File: src/rtl/spi_gap_pkg.sv
// Shared types and constants for the SPI controller.
// Assumes nothing beyond IEEE 1800-2017.
package spi_gap_pkg;

    // Engine sequencing states
    typedef enum logic [1:0] {
        ST_IDLE = 2'd0,
        ST_GAP  = 2'd1,
        ST_WORD = 2'd2
    } eng_state_t;

    // Length of the inter-word pause in half periods, minus one
    localparam logic [1:0] GAP_LAST_PH0 = 2'd2;
    localparam logic [1:0] GAP_LAST_PH1 = 2'd0;

    // Shortest word the engine will shift
    localparam int MIN_WORD_BITS = 4;

endpackage

File: src/rtl/spi_gap_fifo.sv
// Synchronous first-word-fall-through queue.
// head shows the oldest entry. A push while full is ignored, unless a pop
// happens in the same cycle, and a pop while empty is ignored.
// Assumes DEPTH is a power of two.
module spi_gap_fifo #(
    parameter int W     = 16,
    parameter int DEPTH = 4
) (
    input  logic         clk,
    input  logic         rst_n,
    input  logic         push,
    input  logic [W-1:0] push_data,
    input  logic         pop,
    output logic [W-1:0] head,
    output logic         full,
    output logic         empty
);
    localparam int AW = $clog2(DEPTH);
    localparam int CW = AW + 1;

    logic [W-1:0]  mem [DEPTH];
    logic [AW-1:0] wp, rp;
    logic [CW-1:0] count;
    logic          do_push, do_pop;

    assign full    = (count == CW'(DEPTH));
    assign empty   = (count == '0);
    assign do_pop  = pop && !empty;
    assign do_push = push && (!full || do_pop);
    assign head    = mem[rp];

    // Store incoming words
    always_ff @(posedge clk) begin
        if (do_push) mem[wp] <= push_data;
    end

    // Track read/write positions and occupancy
    always_ff @(posedge clk) begin
        if (!rst_n) begin
            wp    <= '0;
            rp    <= '0;
            count <= '0;
        end else begin
            if (do_push) wp <= wp + AW'(1);
            if (do_pop)  rp <= rp + AW'(1);
            count <= count + CW'(do_push) - CW'(do_pop);
        end
    end

    AST_FIFO_FULL_HOLDS: assert property (@(posedge clk) disable iff (!rst_n)
        (push && full && !pop) |=> (full && $stable(wp)));

endmodule

File: src/rtl/spi_gap_engine.sv
// Serial shift engine.
// It pulls words from the transmit queue and shifts them out most
// significant bit first on sck/mosi, while sampling miso. It inserts the
// inter-word pause that the clock phase requires: select high for three half
// periods with phase 0, or one idle half period with select held low with
// phase 1. Assumes the configuration inputs stay stable while busy is high.
module spi_gap_engine
    import spi_gap_pkg::*;
#(
    parameter int DATA_W = 16,
    parameter int DIV_W  = 8,
    localparam int LEN_W = $clog2(DATA_W + 1)
) (
    input  logic              clk,
    input  logic              rst_n,
    input  logic              cpol,
    input  logic              cpha,
    input  logic [LEN_W-1:0]  word_len,
    input  logic [DIV_W-1:0]  div_half,
    input  logic              tx_empty,
    input  logic [DATA_W-1:0] tx_head,
    output logic              tx_pop,
    output logic              rx_push,
    output logic [DATA_W-1:0] rx_word,
    output logic              sck,
    output logic              mosi,
    input  logic              miso,
    output logic              cs_n,
    output logic              busy
);
    localparam int HW = LEN_W + 1;

    eng_state_t        st;
    logic [DIV_W-1:0]  cnt;
    logic [HW-1:0]     hidx;
    logic [1:0]        gcnt;
    logic [DATA_W-1:0] shreg;
    logic [DATA_W-1:0] rxsh;
    logic              sck_r, cs_r;

    logic [DIV_W-1:0]  div_eff;
    logic [LEN_W-1:0]  len_eff;
    logic [HW-1:0]     half_max, hnext;
    logic [1:0]        gap_last;
    logic              half_end, half_last, gap_done;

    // Clamp settings to their legal ranges
    assign div_eff  = (div_half == '0) ? DIV_W'(1) : div_half;
    assign len_eff  = (word_len < LEN_W'(MIN_WORD_BITS)) ? LEN_W'(MIN_WORD_BITS) :
                      (word_len > LEN_W'(DATA_W))        ? LEN_W'(DATA_W) : word_len;
    assign half_max  = {len_eff, 1'b0} - HW'(1);
    assign hnext     = hidx + HW'(1);
    assign gap_last  = cpha ? GAP_LAST_PH1 : GAP_LAST_PH0;
    assign half_end  = (cnt == div_eff - DIV_W'(1));
    assign half_last = (hidx == half_max);
    assign gap_done  = half_end && (gcnt == gap_last);

    // Queue handshakes and pin outputs
    assign tx_pop  = ((st == ST_IDLE) && !tx_empty && !cpha) ||
                     ((st == ST_GAP) && gap_done);
    assign rx_push = (st == ST_WORD) && half_end && half_last;
    assign rx_word = rxsh;
    assign mosi    = (st == ST_WORD) ? shreg[DATA_W-1] : 1'b0;
    assign sck     = (st == ST_IDLE) ? cpol : sck_r;
    assign cs_n    = cs_r;
    assign busy    = (st != ST_IDLE);

    // Sequence idle, pause and word phases at half-period granularity
    always_ff @(posedge clk) begin
        if (!rst_n) begin
            st    <= ST_IDLE;
            cnt   <= '0;
            hidx  <= '0;
            gcnt  <= '0;
            shreg <= '0;
            rxsh  <= '0;
            sck_r <= 1'b0;
            cs_r  <= 1'b1;
        end else begin
            case (st)
                ST_IDLE: begin
                    cnt <= '0;
                    if (!tx_empty) begin
                        cs_r  <= 1'b0;
                        sck_r <= cpol;
                        if (cpha) begin
                            st   <= ST_GAP;
                            gcnt <= '0;
                        end else begin
                            st    <= ST_WORD;
                            hidx  <= '0;
                            shreg <= tx_head << (LEN_W'(DATA_W) - len_eff);
                            rxsh  <= '0;
                        end
                    end
                end
                ST_GAP: begin
                    if (half_end) begin
                        cnt <= '0;
                        if (gap_done) begin
                            st    <= ST_WORD;
                            hidx  <= '0;
                            shreg <= tx_head << (LEN_W'(DATA_W) - len_eff);
                            rxsh  <= '0;
                            cs_r  <= 1'b0;
                            sck_r <= cpol ^ cpha;
                        end else begin
                            gcnt <= gcnt + 2'd1;
                        end
                    end else begin
                        cnt <= cnt + DIV_W'(1);
                    end
                end
                ST_WORD: begin
                    if (half_end) begin
                        cnt <= '0;
                        if (half_last) begin
                            sck_r <= cpol;
                            if (!tx_empty) begin
                                st   <= ST_GAP;
                                gcnt <= '0;
                                cs_r <= !cpha;
                            end else begin
                                st   <= ST_IDLE;
                                cs_r <= 1'b1;
                            end
                        end else begin
                            hidx  <= hnext;
                            sck_r <= cpol ^ cpha ^ hnext[0];
                            if (hnext[0]) rxsh  <= {rxsh[DATA_W-2:0], miso};
                            else          shreg <= shreg << 1;
                        end
                    end else begin
                        cnt <= cnt + DIV_W'(1);
                    end
                end
                default: st <= ST_IDLE;
            endcase
        end
    end

    AST_POP_HAS_DATA: assert property (@(posedge clk) disable iff (!rst_n)
        tx_pop |-> !tx_empty);

    AST_MOSI_STABLE_AT_SAMPLE: assert property (@(posedge clk) disable iff (!rst_n)
        ((st == ST_WORD) && $past(st == ST_WORD) && (sck_r != $past(sck_r)) &&
         (sck_r == (cpol ^ !cpha))) |-> $stable(mosi));

endmodule

File: src/rtl/spi_gap_ctrl.sv
// Top level of the SPI controller with the phase-dependent inter-word gap.
// It joins a transmit FIFO, the shift engine and a receive FIFO.
// Assumes cpol, cpha, word_len and div_half stay stable while busy is high.
module spi_gap_ctrl #(
    parameter int DATA_W     = 16,
    parameter int FIFO_DEPTH = 4,
    parameter int DIV_W      = 8
) (
    input  logic                         clk,
    input  logic                         rst_n,
    input  logic                         wr_en,
    input  logic [DATA_W-1:0]            wr_data,
    output logic                         tx_full,
    input  logic                         cpol,
    input  logic                         cpha,
    input  logic [$clog2(DATA_W+1)-1:0]  word_len,
    input  logic [DIV_W-1:0]             div_half,
    input  logic                         rd_en,
    output logic [DATA_W-1:0]            rd_data,
    output logic                         rx_empty,
    output logic                         sck,
    output logic                         mosi,
    input  logic                         miso,
    output logic                         cs_n,
    output logic                         busy
);
    logic              tx_empty, tx_pop, rx_push, rx_full_unused;
    logic [DATA_W-1:0] tx_head, rx_word;

    spi_gap_fifo #(.W(DATA_W), .DEPTH(FIFO_DEPTH)) u_txq (
        .clk(clk), .rst_n(rst_n), .push(wr_en), .push_data(wr_data),
        .pop(tx_pop), .head(tx_head), .full(tx_full), .empty(tx_empty)
    );

    spi_gap_engine #(.DATA_W(DATA_W), .DIV_W(DIV_W)) u_eng (
        .clk(clk), .rst_n(rst_n), .cpol(cpol), .cpha(cpha),
        .word_len(word_len), .div_half(div_half),
        .tx_empty(tx_empty), .tx_head(tx_head), .tx_pop(tx_pop),
        .rx_push(rx_push), .rx_word(rx_word),
        .sck(sck), .mosi(mosi), .miso(miso), .cs_n(cs_n), .busy(busy)
    );

    spi_gap_fifo #(.W(DATA_W), .DEPTH(FIFO_DEPTH)) u_rxq (
        .clk(clk), .rst_n(rst_n), .push(rx_push), .push_data(rx_word),
        .pop(rd_en), .head(rd_data), .full(rx_full_unused), .empty(rx_empty)
    );

    AST_DESELECT_WHEN_IDLE: assert property (@(posedge clk) disable iff (!rst_n)
        !busy |-> cs_n);

    AST_SCK_REST_LEVEL: assert property (@(posedge clk) disable iff (!rst_n)
        cs_n |-> (sck == cpol));

    AST_PH1_SELECT_HELD: assert property (@(posedge clk) disable iff (!rst_n)
        (busy && $past(busy) && cpha) |-> !cs_n);

endmodule

File: config.mk
export PLATFORM = sky130hd
export DESIGN_NAME = spi_gap_ctrl
export DESIGN_NICKNAME = d
export VERILOG_FILES = /design/src/rtl/spi_gap_pkg.sv /design/src/rtl/spi_gap_fifo.sv /design/src/rtl/spi_gap_engine.sv /design/src/rtl/spi_gap_ctrl.sv
export SDC_FILE = /design/constraint.sdc
export NUM_CORES = 1
export LEC_CHECK = 0
export ABC_AREA = 1
export BUFFER_PORTS_ARGS = -buffer_cell sky130_fd_sc_hd__buf_2
export CAP_MARGIN = 20
export CORE_MARGIN = 2
export CORE_UTILIZATION = 35
export CTS_BUF_LIST = sky130_fd_sc_hd__clkbuf_8
export CTS_CLUSTER_SIZE = 28
export DETAILED_ROUTE_END_ITERATION = 10
export GPL_TIMING_DRIVEN = 0
export HOLD_SLACK_MARGIN = 0.02
export MAX_ROUTING_LAYER = met4
export PLACE_DENSITY = 0.55
export SLEW_MARGIN = 10
export SYNTH_ARGS = -nofsm -noshare
export SYNTH_HDL_FRONTEND = slang
export SYNTH_HIERARCHICAL = 1
export SYNTH_SLANG_ARGS = --single-unit
File: constraint.sdc
create_clock -name clk -period 3.2 [get_ports clk]
set_input_delay 0.16 -clock clk [delete_from_list [all_inputs] [get_ports clk]]
set_output_delay 0.16 -clock clk [all_outputs]
set_load 0.05 [all_outputs]
After elaboration in Yosys (flattened, before gate mapping)
Memory sizes are Yosys's and may differ from the RTL's. A register that Yosys moved wholly into a read port is not among the register bits.
Cells that the tools add are included.
{ "word_totals": {"register_bits": 66, "mem_bits_rw": 128, "out_inout_bits": 22, "elab_cells": 155, "mem_count": 2} }
{ "mem_list": {"columns": ["memory", "depth", "word_bits", "rd", "rd_clocked_by_memory_dff", "wr", "line", "source"], "rows": [
  ["u_rxq.mem", 4, 16, 1, 1, 1, "spi_gap_fifo.sv:21", "logic [W-1:0] mem [DEPTH];"],
  ["u_txq.mem", 4, 16, 1, 1, 1, "spi_gap_fifo.sv:21", null]
]} }
{ "op_classes": {"addsub": 14, "order_cmp": 2, "eq_ne": 19, "n_shift": 1, "muxes": 68, "bitwise_logic": 2, "n_reduce_logical": 33} }
{ "ops": {"columns": ["op", "n"], "rows": [
  ["16-bit 2-to-1 mux", 14],
  ["16-bit one-hot mux with 3 select lines", 2],
  ["2-bit 2-to-1 mux", 18],
  ["6-bit 2-to-1 mux", 6],
  ["8-bit AND reduction", 3],
  ["1-bit 2-to-1 mux", 18],
  ["6-bit one-hot mux with 3 select lines", 1],
  ["8-bit 2-to-1 mux", 2],
  ["8-bit one-hot mux with 2 select lines", 1],
  ["16-bit by 5-bit << shifter with 16-bit output", 1],
  ["2-bit != test (second input constant)", 7],
  ["2-bit one-hot mux with 3 select lines", 2],
  ["2-bit by 1-bit adder with 2-bit output (second input constant)", 5],
  ["1-bit logical AND", 10],
  ["5-bit 2-to-1 mux", 2],
  ["2-bit by 1-bit != test with 1-bit output (second input constant)", 5],
  ["5-bit AND reduction", 2],
  ["8-bit by 1-bit adder with 8-bit output (second input constant)", 1],
  ["8-bit equality test", 1],
  ["8-bit logical NOT", 1],
  ["8-bit by 1-bit subtractor with 8-bit output (second input constant)", 1],
  ["7-bit AND reduction", 1],
  ["3-bit by 1-bit adder with 3-bit output", 2],
  ["6-bit by 1-bit adder with 6-bit output (second input constant)", 1],
  ["20 further kinds", 32]
]} }

Depth between registers and ports, before layout
Gate-level depths: netlist of run 1.
{ "depth": {"word_depth": 12, "ltp_mapped": 27, "ltp_nobuf": 27} }

Hierarchy
The synthesis of run 1 kept the hierarchy.
{ "by_module_without_submodules": {"columns": ["module", "instances", "cells_per_inst", "area_each_um2"], "rows": [
  ["spi_gap_engine", 1, 692, 4015.1],
  ["spi_gap_fifo (u_rxq)", 1, 223, 2916.5],
  ["spi_gap_fifo (u_txq)", 1, 223, 2860.2]
]} }

Worst setup path before layout of run 1
OpenSTA, ideal clock, no wires.
{ "synth_timing": {"path_type": "input port to flip-flop", "from": "input port word_len[0]", "to": "memory u_rxq.mem[0][0], enable pin", "setup_time_ps": 389, "arrival_ps": 2799, "setup_slack_ps": 12, "path_stages": 15, "path_buffers": 1, "path_cell_list": "inv_1 -> nor2_2 -> nand2_2 -> clkbuf_1 -> ha_1 -> nor2_1 -> nor2_1 -> nand2_1 -> nor2_1 -> nand2_1 -> nor2_1 -> nand3_1 -> nor2_1 -> nand2_1 -> nor2_1"} }
{ "synth_between": {"elab_chain_cells": 9, "elab_cells_between_ends": 10, "cone_classes": "add/sub: 1; order compare: 2; eq/ne: 1; mux: 4; reduce/logical: 2"} }
{ "synth_lines": {"columns": ["element", "line", "source"], "rows": [
  ["start, declared", "spi_gap_ctrl.sv:16", "input logic [$clog2(DATA_W+1)-1:0] word_len,"],
  ["5-bit greater-than comparator", "spi_gap_engine.sv:50", "(word_len > LEN_W'(DATA_W)) ? LEN_W'(DATA_W) : word_len;"],
  ["5-bit 2-to-1 mux", "spi_gap_engine.sv:50", null],
  ["5-bit 2-to-1 mux (*)", "spi_gap_engine.sv:49", "assign len_eff = (word_len < LEN_W'(MIN_WORD_BITS)) ? LEN_W'(MIN_WORD_BITS) :"],
  ["6-bit by 1-bit subtractor with 6-bit output (*)", "spi_gap_engine.sv:51", "assign half_max = {len_eff, 1'b0} - HW'(1);"],
  ["6-bit equality test (*)", "spi_gap_engine.sv:55", "assign half_last = (hidx == half_max);"],
  ["1-bit logical AND (*)", "spi_gap_engine.sv:61", "assign rx_push = (st == ST_WORD) && half_end && half_last;"],
  ["via rx_push", "spi_gap_ctrl.sv:27", "logic tx_empty, tx_pop, rx_push, rx_full_unused;"],
  ["1-bit logical AND (*)", "spi_gap_fifo.sv:29", "assign do_push = push && (!full || do_pop);"],
  ["1-bit 2-to-1 mux (*)", "spi_gap_fifo.sv:34", "if (do_push) mem[wp] <= push_data;"],
  ["1-bit 2-to-1 mux (implied by the code) (*)", "spi_gap_fifo.sv:34", null],
  ["end, declared", "spi_gap_fifo.sv:21", null]
]} }
The timed path passes the listed nets; every way through them passes the cells marked *.

Final worst setup path of run 1
{ "layout_timing": {"from": "input port word_len[3]", "to": "register u_rxq.count[2]"} }
{ "layout_between": {"elab_chain_cells": 9, "elab_cells_between_ends": 10, "cone_classes": "add/sub: 3; order compare: 2; eq/ne: 1; mux: 2; reduce/logical: 2"} }
{ "layout_lines": {"columns": ["element", "line", "source"], "rows": [
  ["5-bit greater-than comparator", "spi_gap_engine.sv:50", null],
  ["5-bit 2-to-1 mux", "spi_gap_engine.sv:50", null],
  ["5-bit 2-to-1 mux (*)", "spi_gap_engine.sv:49", null],
  ["6-bit by 1-bit subtractor with 6-bit output (*)", "spi_gap_engine.sv:51", null],
  ["6-bit equality test (*)", "spi_gap_engine.sv:55", null],
  ["1-bit logical AND (*)", "spi_gap_engine.sv:61", null],
  ["via rx_push", "spi_gap_ctrl.sv:27", null],
  ["1-bit logical AND (*)", "spi_gap_fifo.sv:29", null],
  ["3-bit by 1-bit adder with 3-bit output (*)", "spi_gap_fifo.sv:46", "count <= count + CW'(do_push) - CW'(do_pop);"],
  ["3-bit by 1-bit subtractor with 3-bit output (*)", "spi_gap_fifo.sv:46", null],
  ["end signal, assigned", "spi_gap_fifo.sv:46", null],
  ["end, declared", "spi_gap_fifo.sv:23", "logic [CW-1:0] count;"]
]} }
Marks and branches as above.
A chain may end at the register's enable or synchronous reset.

==> impl_metrics.py, run 1 <==
metrics = {
    "global_routing": {
        "grt_pass1_wl_microns": 37300,
        "grt_pass1_vias": 7299,
        "grt-ovfl-total": 0,
        "grt_util_all_layers_pct": 16.5,
        "grt_start_max_net_pins": 23,
        "antenna_found_initial": 0,
    },
    "synth": {
        "ys_warn_count": 6,
        "syn_nets": 1194,
        "synth_area_sq_um": 9790,
        "synth_cells": 1137,
        "synth_area_per_cell_sq_um": 8.61,
    },
    "timing": {
        "rsz0062_at_grt": "no",
        "finalSetupTns_ns": 0,
        "drv_slew": 0,
        "fin_crit_sh_pct": 89.6,
        "setup_viol_count_final": 0,
        "tightest_slew_ns": 0.739,
        "period_needed_ns": 2.87,
        "slew_headroom_pct": 50.7,
        "fmax_mhz": 349,
        "finalHoldViolCount": 0,
        "clock_skew_ns": 0.0222,
    },
    "route": {
        "dr.pass1.iters": 4,
        "route.detailed.drc": 0,
        "via_per_inst": 4.62,
        "via_count": 7539,
        "postRouteAntennaNets": 0,
        "drtIter0Drc": 442,
        "wl_per_cell_microns": 13.8,
        "drt_wl_total_microns": 22500,
    },
    "power": {
        "p_seq_share_pct": 39.5,
        "power_leakage_nw": 4.76,
        "p_switching_mw": 3.59,
        "p_clk_share_pct": 20.3,
        "combPwrFrac_pct": 40.2,
        "p_sw_share_pct": 43.3,
        "p_int_mw": 4.70,
        "vdd_ir_drop_max_uv": 299,
        "p_per_area_nw_per_um2": 732,
    },
    "cts": {
        "cts_tree": "yes",
        "clock_sinks": 198,
        "clk_latency_ns": 0.48,
        "root_buffer": "clkbuf_8",
        "clkTransAtPathRegs_ns": 0.12,
        "clk_path_buf_depth": 2,
        "numCtsBuffers": 17,
        "htreeDepth": 4,
    },
    "setup_path": {
        "endpoint_kind": "register",
        "startpoint_type": "primary input",
        "required_ns": 3.61,
        "arrival_ns": 3.28,
        "criticalPathCategory": "primary input to register",
        "cp_max_fo": 19,
    },
    "place": {
        "dpl_cell_area_sq_um": 10700,
        "dpl.cell_count": 1580,
        "gp_congestion": 0.834,
        "numPortBuffers": 57,
        "hpwlAfterDp_microns": 16200,
    },
    "outcome": {
        "outcome": "complete, no violations",
    },
    "finish": {
        "fin_cells": 1631,
        "fin_nets": 1297,
        "layout-drive-gt1-share_pct": 15.4,
        "finish.instance_area_sq_um": 11300,
        "layout_commonest_cell": "nand2_1",
        "area_growth_syn_to_layout_pct": 15.7,
        "mostFrequentLayoutCells": "nand2_1 (225), nor2_1 (175), inv_1 (139)",
        "antennaDiodeCount": 0,
    },
    "floorplanning": {
        "die_area_sq_um": 29300,
        "die_h_microns": 171,
        "design.core.area_sq_um": 27600,
        "rows": 61,
        "die-width_microns": 171,
        "ios": 58,
        "initial_core_util_pct": 35.4,
    },
    "hold_path": {
        "hold_path_class": "primary input to register",
    },
    "run": {
        "max_cap_violations": 0,
    },
}
[path summary, 6_finish.rpt]
check | from | slack [ns] | cells past startpoint | endpoint
worst max-delay path | word_len[3] | 0.33 | 19 | u_rxq/count[2]
worst min-delay path | cpol | 0.09 | 5 | u_eng/sck_r
worst max register to register | u_eng/st[0] | 0.40 | 11 | u_rxq/count[2]
worst min register to register | u_eng/cs_n | 0.47 | 2 | u_eng/cs_n
[power by group through the flow]
stage,logic [mW],clock network (mW),registers [mW]
after floorplan,2.52,0,3.28
after global placement,3.26,0,3.33
after detailed placement,3.32,0,3.34
after CTS,3.35,1.75,3.28
after global routing,3.77,1.84,3.31
final,3.33,1.69,3.27
[timing repair]
item                                    4_1_cts  5_1_grt
endpoints found under the hold margin        77        0
hold buffers                                 20        0
resized for setup                             4        4
setup buffers                                 0        0
endpoints found under the setup margin       63      106
[stage by stage]
step                total power, mW  worst slack [ns]  util [%]  hold WS, ns
global route                   8.92            0.0292      41.0       0.0663
finish                         8.29             0.331      41.0       0.0890
detailed placement             6.66            -0.962      38.7        0.382
global placement               6.59             -1.48      38.2        0.379
CTS                            8.39            0.0273      41.0       0.0444
floorplan                      5.80            0.0120         -        0.253
[registers in the layout, summed over array words and instances, names as in the netlist, 2 cells and up, named ones only]
signal	count
u_rxq/wp	2
u_txq/rp	2
u_eng/cnt	8
u_eng/rx_word	16
u_rxq/rp	2
u_txq/count	3
u_eng/gcnt	2
u_rxq/count	3
u_eng/shreg	16
u_txq/wp	2
u_rxq/mem	64
u_eng/st	2
u_txq/mem	64
u_eng/hidx	6
[metal layers]
metal,GRT usage (%),vias to the layer above,share of wire [%]
met5,-,-,0
met4,4.50,0,1.2
met3,2.69,15,2.8
met2,28.1,92,48
met1,20.5,3492,48
li1,-,3940,-
[cell type report]
| cell class | instances | area (sq um) |
|---|---|---|
| sequential | 198 | 5250 |
| buffer | 37 | 190 |
| timing repair buffer | 85 | 598 |
| tap | 378 | 473 |
| clock inverter | 15 | 184 |
| fill | 2829 | 16300 |
| inverter | 150 | 566 |
| clock buffer | 17 | 234 |
| multi-input combinational | 751 | 3830 |
[worst max-delay path, cell delays in order]
cell,delay (ns)
buf_2,0.10
inv_1,0.04
nand2_1,0.29
nand2_4,0.20
ha_1,0.39
nor2_1,0.05
nor2_1,0.08
nand2_1,0.06
nor2_1,0.09
nand2_1,0.06
nor2_1,0.19
nand3_1,0.22
nor2_4,0.30
or2_4,0.19
nand2_2,0.04
ha_1,0.18
fa_1,0.38
xor2_1,0.17
nor2_1,0.08
(Power assumes the default switching activity.)
==> run 2: changes to the inputs <==
- BUFFER_PORTS_ARGS: -buffer_cell sky130_fd_sc_hd__buf_2 -> unset
- CAP_MARGIN: 20 -> unset
- DONT_BUFFER_PORTS: unset -> 1
- PLACE_DENSITY: 0.55 -> 0.53
- clock period: 3.2 -> 2.5 ns (I/O delays scaled with it)
==> impl_metrics.py, run 2 (same netlist as run 1, synthesis figures left out) <==
metrics = {
    "setup_path": {
        "required_ns": 2.88,
        "criticalPathCategory": "register to register",
        "endpoint_kind": "register",
        "startpoint_type": "register",
        "cp_max_fo": 4,
        "arrival_ns": 2.91,
    },
    "global_routing": {
        "grt_pass1_vias": 7142,
        "grt_util_all_layers_pct": 16.2,
        "antenna_found_initial": 0,
        "grt-ovfl-total": 0,
        "grt_pass1_wl_microns": 36400,
        "grt_start_max_net_pins": 23,
    },
    "cts": {
        "numCtsBuffers": 17,
        "hold_buffers": 29,
        "cts_tree": "yes",
        "clock_sinks": 198,
        "root_buffer": "clkbuf_8",
        "htreeDepth": 4,
        "clk_latency_ns": 0.48,
        "clk_path_buf_depth": 2,
        "clkTransAtPathRegs_ns": 0.12,
    },
    "power": {
        "p_switching_mw": 4.63,
        "p_seq_share_pct": 39.2,
        "vdd_ir_drop_max_uv": 423,
        "p_clk_share_pct": 21.0,
        "p_int_mw": 6.13,
        "combPwrFrac_pct": 39.8,
        "power_leakage_nw": 4.70,
        "p_sw_share_pct": 43.0,
        "finalPower_mw": 10.8,
        "p_per_area_nw_per_um2": 929,
    },
    "timing": {
        "slew_headroom_pct": 24.1,
        "tightest_slew_ns": 1.15,
        "finalHoldViolCount": 4,
        "setup_viol_count_final": 1,
        "period_needed_ns": 2.53,
        "fin_ws_ns": -0.0293,
        "clock_skew_ns": 0.0203,
        "fmax_mhz": 395,
        "finalSetupTns_ns": -0.0293,
        "rsz0062_at_grt": "yes",
        "hold-worst-slack_ns": -0.252,
        "fin_crit_sh_pct": 101,
        "drv_slew": 0,
    },
    "floorplanning": {
        "die_area_sq_um": 29300,
        "ios": 58,
        "design.core.area_sq_um": 27600,
        "die-width_microns": 171,
        "rows": 61,
        "initial_core_util_pct": 35.4,
        "die_h_microns": 171,
    },
    "outcome": {
        "outcome": "complete, but fails checks",
        "violations": "negative hold slack, negative setup slack",
    },
    "route": {
        "wl_met1_microns": 10600,
        "via_per_inst": 4.65,
        "dr_wl_met2_microns": 10700,
        "via_count": 7433,
        "wl_per_cell_microns": 14.0,
        "dr.pass1.iters": 5,
        "drt_wl_total_microns": 22400,
        "highest_layer": "met4",
        "wl_met3_microns": 874,
        "postRouteAntennaNets": 0,
        "drtIter0Drc": 439,
        "route.detailed.drc": 0,
    },
    "hold_path": {
        "hold_path_class": "primary input to register",
    },
    "finish": {
        "finish.instance_area_sq_um": 11600,
        "antennaDiodeCount": 0,
        "reg_top3": "u_rxq/mem: 64 flops, u_txq/mem: 64 flops",
        "layout_commonest_cell": "nand2_1",
        "area_growth_syn_to_layout_pct": 18.3,
        "final_core_util_pct": 41.9,
        "layout-drive-gt1-share_pct": 16.1,
        "mostFrequentLayoutCells": "nand2_1 (219), nor2_1 (170), inv_1 (136)",
        "fin_nets": 1265,
    },
    "place": {
        "hpwlAfterDp_microns": 15400,
        "dpl_cell_area_sq_um": 10400,
        "gp_congestion": 0.885,
        "numPortBuffers": 0,
    },
    "run": {
        "max_cap_violations": 0,
    },
}
==> run 2: changes by cell type in the layout (fill, tap and decap cells not counted), sizes merged <==
cell,before,now
clkinvlp,0,2
buf,90,47
inv,159,155
dlygate4sd3,20,29
clkbuf,29,31
clkinv,6,7
bufinv,0,1
==> run 2: repair_timing <==
item / 4_1_cts / 5_1_grt
endpoints found under the hold margin: 85 / 4
setup endpoints to repair: 151 / 125
resized for setup: 15 / 32
setup buffers: 14 / 10
pin swaps: 15 / 24
==> run 2: cell type report <==
cell class	instances	area, sq um
fillers	2785	16000
repair buffers	53	574
well taps	378	473
flip-flops and latches	198	5260
multi-input cells	751	4050
clock buffers	17	234
plain buffers	37	206
clock inverters	15	214
inverters	150	569
==> run 2: per-stage QoR <==
stage	std cells	setup WS [ns]
after floorplan	1137	-0.227
after global placement	1515	-0.799
after detailed placement	1515	-0.832
after CTS	1589	-0.0288
after global routing	1599	-0.146
final	1599	-0.0293
==> run 2: worst paths after layout <==
check	cells past startpoint	endpoint	startpoint	slack, ns
hold / removal	2	u_txq/count[0]	rst_n	-0.25
hold reg to reg	2	u_rxq/rp[0]	u_rxq/rp[0]	0.51
setup reg to reg	14	u_txq/count[1]	u_eng/cnt[5]	-0.03
setup / recovery	14	u_txq/count[1]	u_eng/cnt[5]	-0.03
==> run 2: layer usage <==
metal,GRT usage [%],up-vias
li1,-,3869
met1,20.5,3423
met2,26.9,125
met3,3.01,16
met4,4.02,0
met5,-,-
==> run 2: power by group through the flow <==
stage               sequential [mW]  clock (mW)  combinational (mW)
floorplan                      4.20           0                3.27
global placement               4.30           0                4.03
detailed placement             4.30           0                4.06
CTS                            4.23        2.32                4.21
global route                   4.28        2.43                4.87
finish                         4.22        2.26                4.28
==> run 2: worst max-delay path: stages, from the launching register on <==
cell,delay [ns]
dfxtp_4,0.38
xor2_2,0.17
nand4_1,0.12
nand2_2,0.09
nand2_2,0.06
nor2_4,0.12
nand4_1,0.19
o21ai_4,0.16
nand2_2,0.10
or2_1,0.23
nand2_1,0.08
ha_2,0.16
inv_2,0.04
fa_2,0.51
nor2_1,0.04
==> run 3: changes to the inputs <==
- CORE_ASPECT_RATIO: unset -> 0.9
- CORE_UTILIZATION: 35 -> 60
- PLACE_DENSITY: 0.53 -> 0.81
==> impl_metrics.py, run 3 (same netlist as run 1, synthesis figures left out) <==
metrics = {
    "cts": {
        "clock_sinks": 198,
        "htreeDepth": 4,
        "numCtsBuffers": 17,
        "cts_tree": "yes",
        "clk_path_buf_depth": 2,
        "clkTransAtPathRegs_ns": 0.10,
        "root_buffer": "clkbuf_8",
        "clk_latency_ns": 0.48,
    },
    "power": {
        "p_sw_share_pct": 42.7,
        "p_switching_mw": 4.54,
        "p_per_area_nw_per_um2": 940,
        "combPwrFrac_pct": 40.3,
        "p_int_mw": 6.08,
        "p_clk_share_pct": 19.8,
        "vdd_ir_drop_max_uv": 646,
        "p_seq_share_pct": 39.9,
        "finalPower_mw": 10.6,
        "power_leakage_nw": 4.70,
    },
    "route": {
        "via_count": 7823,
        "route.detailed.drc": 0,
        "postRouteAntennaNets": 0,
        "drtIter0Drc": 537,
        "dr.pass1.iters": 5,
        "via_per_inst": 5.47,
        "drt_wl_total_microns": 22600,
        "wl_per_cell_microns": 15.8,
    },
    "finish": {
        "ff_latch_area_sq_um": 5260,
        "n_fill_cell": 1199,
        "reg_top3": "u_rxq/mem: 64 flops, u_txq/mem: 64 flops",
        "layout-drive-gt1-share_pct": 15.8,
        "finish.instance_area_sq_um": 11300,
        "mostFrequentLayoutCells": "nand2_1 (219), nor2_1 (170), inv_1 (139)",
        "fin_cells": 1430,
        "fin_nets": 1267,
        "multi_input_area_sq_um": 4010,
        "area_growth_syn_to_layout_pct": 15.3,
        "antennaDiodeCount": 0,
        "layout_commonest_cell": "nand2_1",
    },
    "floorplanning": {
        "rows": 44,
        "die-width_microns": 139,
        "ios": 58,
        "die_h_microns": 125,
        "initial_core_util_pct": 60.9,
        "die_area_sq_um": 17400,
        "design.core.area_sq_um": 16100,
    },
    "timing": {
        "finalSetupTns_ns": -0.00350,
        "hold-worst-slack_ns": 0.0521,
        "fin_ws_ns": -0.00350,
        "fin_crit_sh_pct": 100,
        "clock_skew_ns": 0.0169,
        "period_needed_ns": 2.50,
        "drv_slew": 0,
        "tightest_slew_ns": 1.16,
        "slew_headroom_pct": 23.5,
        "rsz0062_at_grt": "yes",
        "setup_viol_count_final": 1,
        "fmax_mhz": 399,
        "finalHoldViolCount": 0,
    },
    "setup_path": {
        "endpoint_kind": "register",
        "criticalPathCategory": "register to register",
        "cp_max_fo": 4,
        "required_ns": 2.87,
        "startpoint_type": "register",
        "arrival_ns": 2.88,
    },
    "global_routing": {
        "antenna_found_initial": 0,
        "grt_pass1_vias": 7673,
        "grt_start_max_net_pins": 21,
        "grt_pass1_wl_microns": 36800,
        "grt-ovfl-total": 0,
        "grt_util_all_layers_pct": 27.1,
    },
    "hold_path": {
        "hold_path_class": "primary input to register",
    },
    "place": {
        "numPortBuffers": 0,
        "dpl_cell_area_sq_um": 10200,
        "gp_congestion": 0.951,
        "hpwlAfterDp_microns": 15200,
        "dpl.cell_count": 1344,
    },
    "outcome": {
        "violations": "negative setup slack",
        "outcome": "complete, but fails checks",
    },
    "run": {
        "max_cap_violations": 0,
    },
}
run 3: cell type report:
cell class / count / area share (%)
buffer: 37 / 1.83
multi-input combinational: 751 / 35.5
clock buffer: 17 / 2.07
clock inverter: 15 / 1.58
sequential: 198 / 46.6
timing repair buffer: 55 / 5.05
tap: 207 / 2.29
inverter: 150 / 5.04
run 3: power groups by stage:
stage	logic (mW)	registers [mW]	clock network [mW]
after floorplan	3.27	4.20	0
after global placement	3.91	4.28	0
after detailed placement	4.01	4.30	0
after CTS	4.14	4.22	2.13
after global routing	4.80	4.28	2.26
final	4.28	4.23	2.10
run 3: metrics by stage:
stage          utilization [%]  setup slack [ns]
2_1_floorplan                -            -0.227
3_3_place_gp              63.3            -0.682
3_5_place_dp              63.4            -0.745
4_1_cts                   68.8          0.000679
5_1_grt                   70.2            -0.187
6_report                  70.2          -0.00350
run 3: timing repair:
action	CTS	global route
hold buffers	27	1
gates resized for setup	14	24
setup endpoints to repair	145	133
endpoints found under the hold margin	84	4
setup buffers	12	15
pin swaps	10	29
run 3: metal layers:
metal  track usage, %  vias to the layer above  wire length [microns]
li1                 -                     3885                      -
met1             35.5                     3650                   9960
met2             43.9                      257                  10800
met3             5.02                       31                   1500
met4             7.25                        0                    293
met5                -                        -                      0
run 3: worst max-delay path: stages (launching register included):
cell and delay [ns]:
dfxtp_2 0.35, xor2_2 0.16, nand4_1 0.11, nand2_1 0.13
nand2_2 0.07, nor2_4 0.15, nand4_1 0.17, o21ai_2 0.14
nand2_2 0.10, or2_1 0.23, nand2_1 0.06, ha_1 0.13
inv_1 0.05, fa_2 0.52, nor2_1 0.04
run 3: worst paths after layout:
| kind | slack (ns) | depth (start not counted) | end | startpoint |
|---|---|---|---|---|
| setup reg to reg | -0.004 | 14 | u_txq/count[1] | u_eng/cnt[7] |
| setup / recovery | -0.004 | 14 | u_txq/count[1] | u_eng/cnt[7] |
| hold / removal | 0.05 | 3 | u_eng/cnt[3] | rst_n |
| hold reg to reg | 0.50 | 2 | register | u_txq/rp[1] |
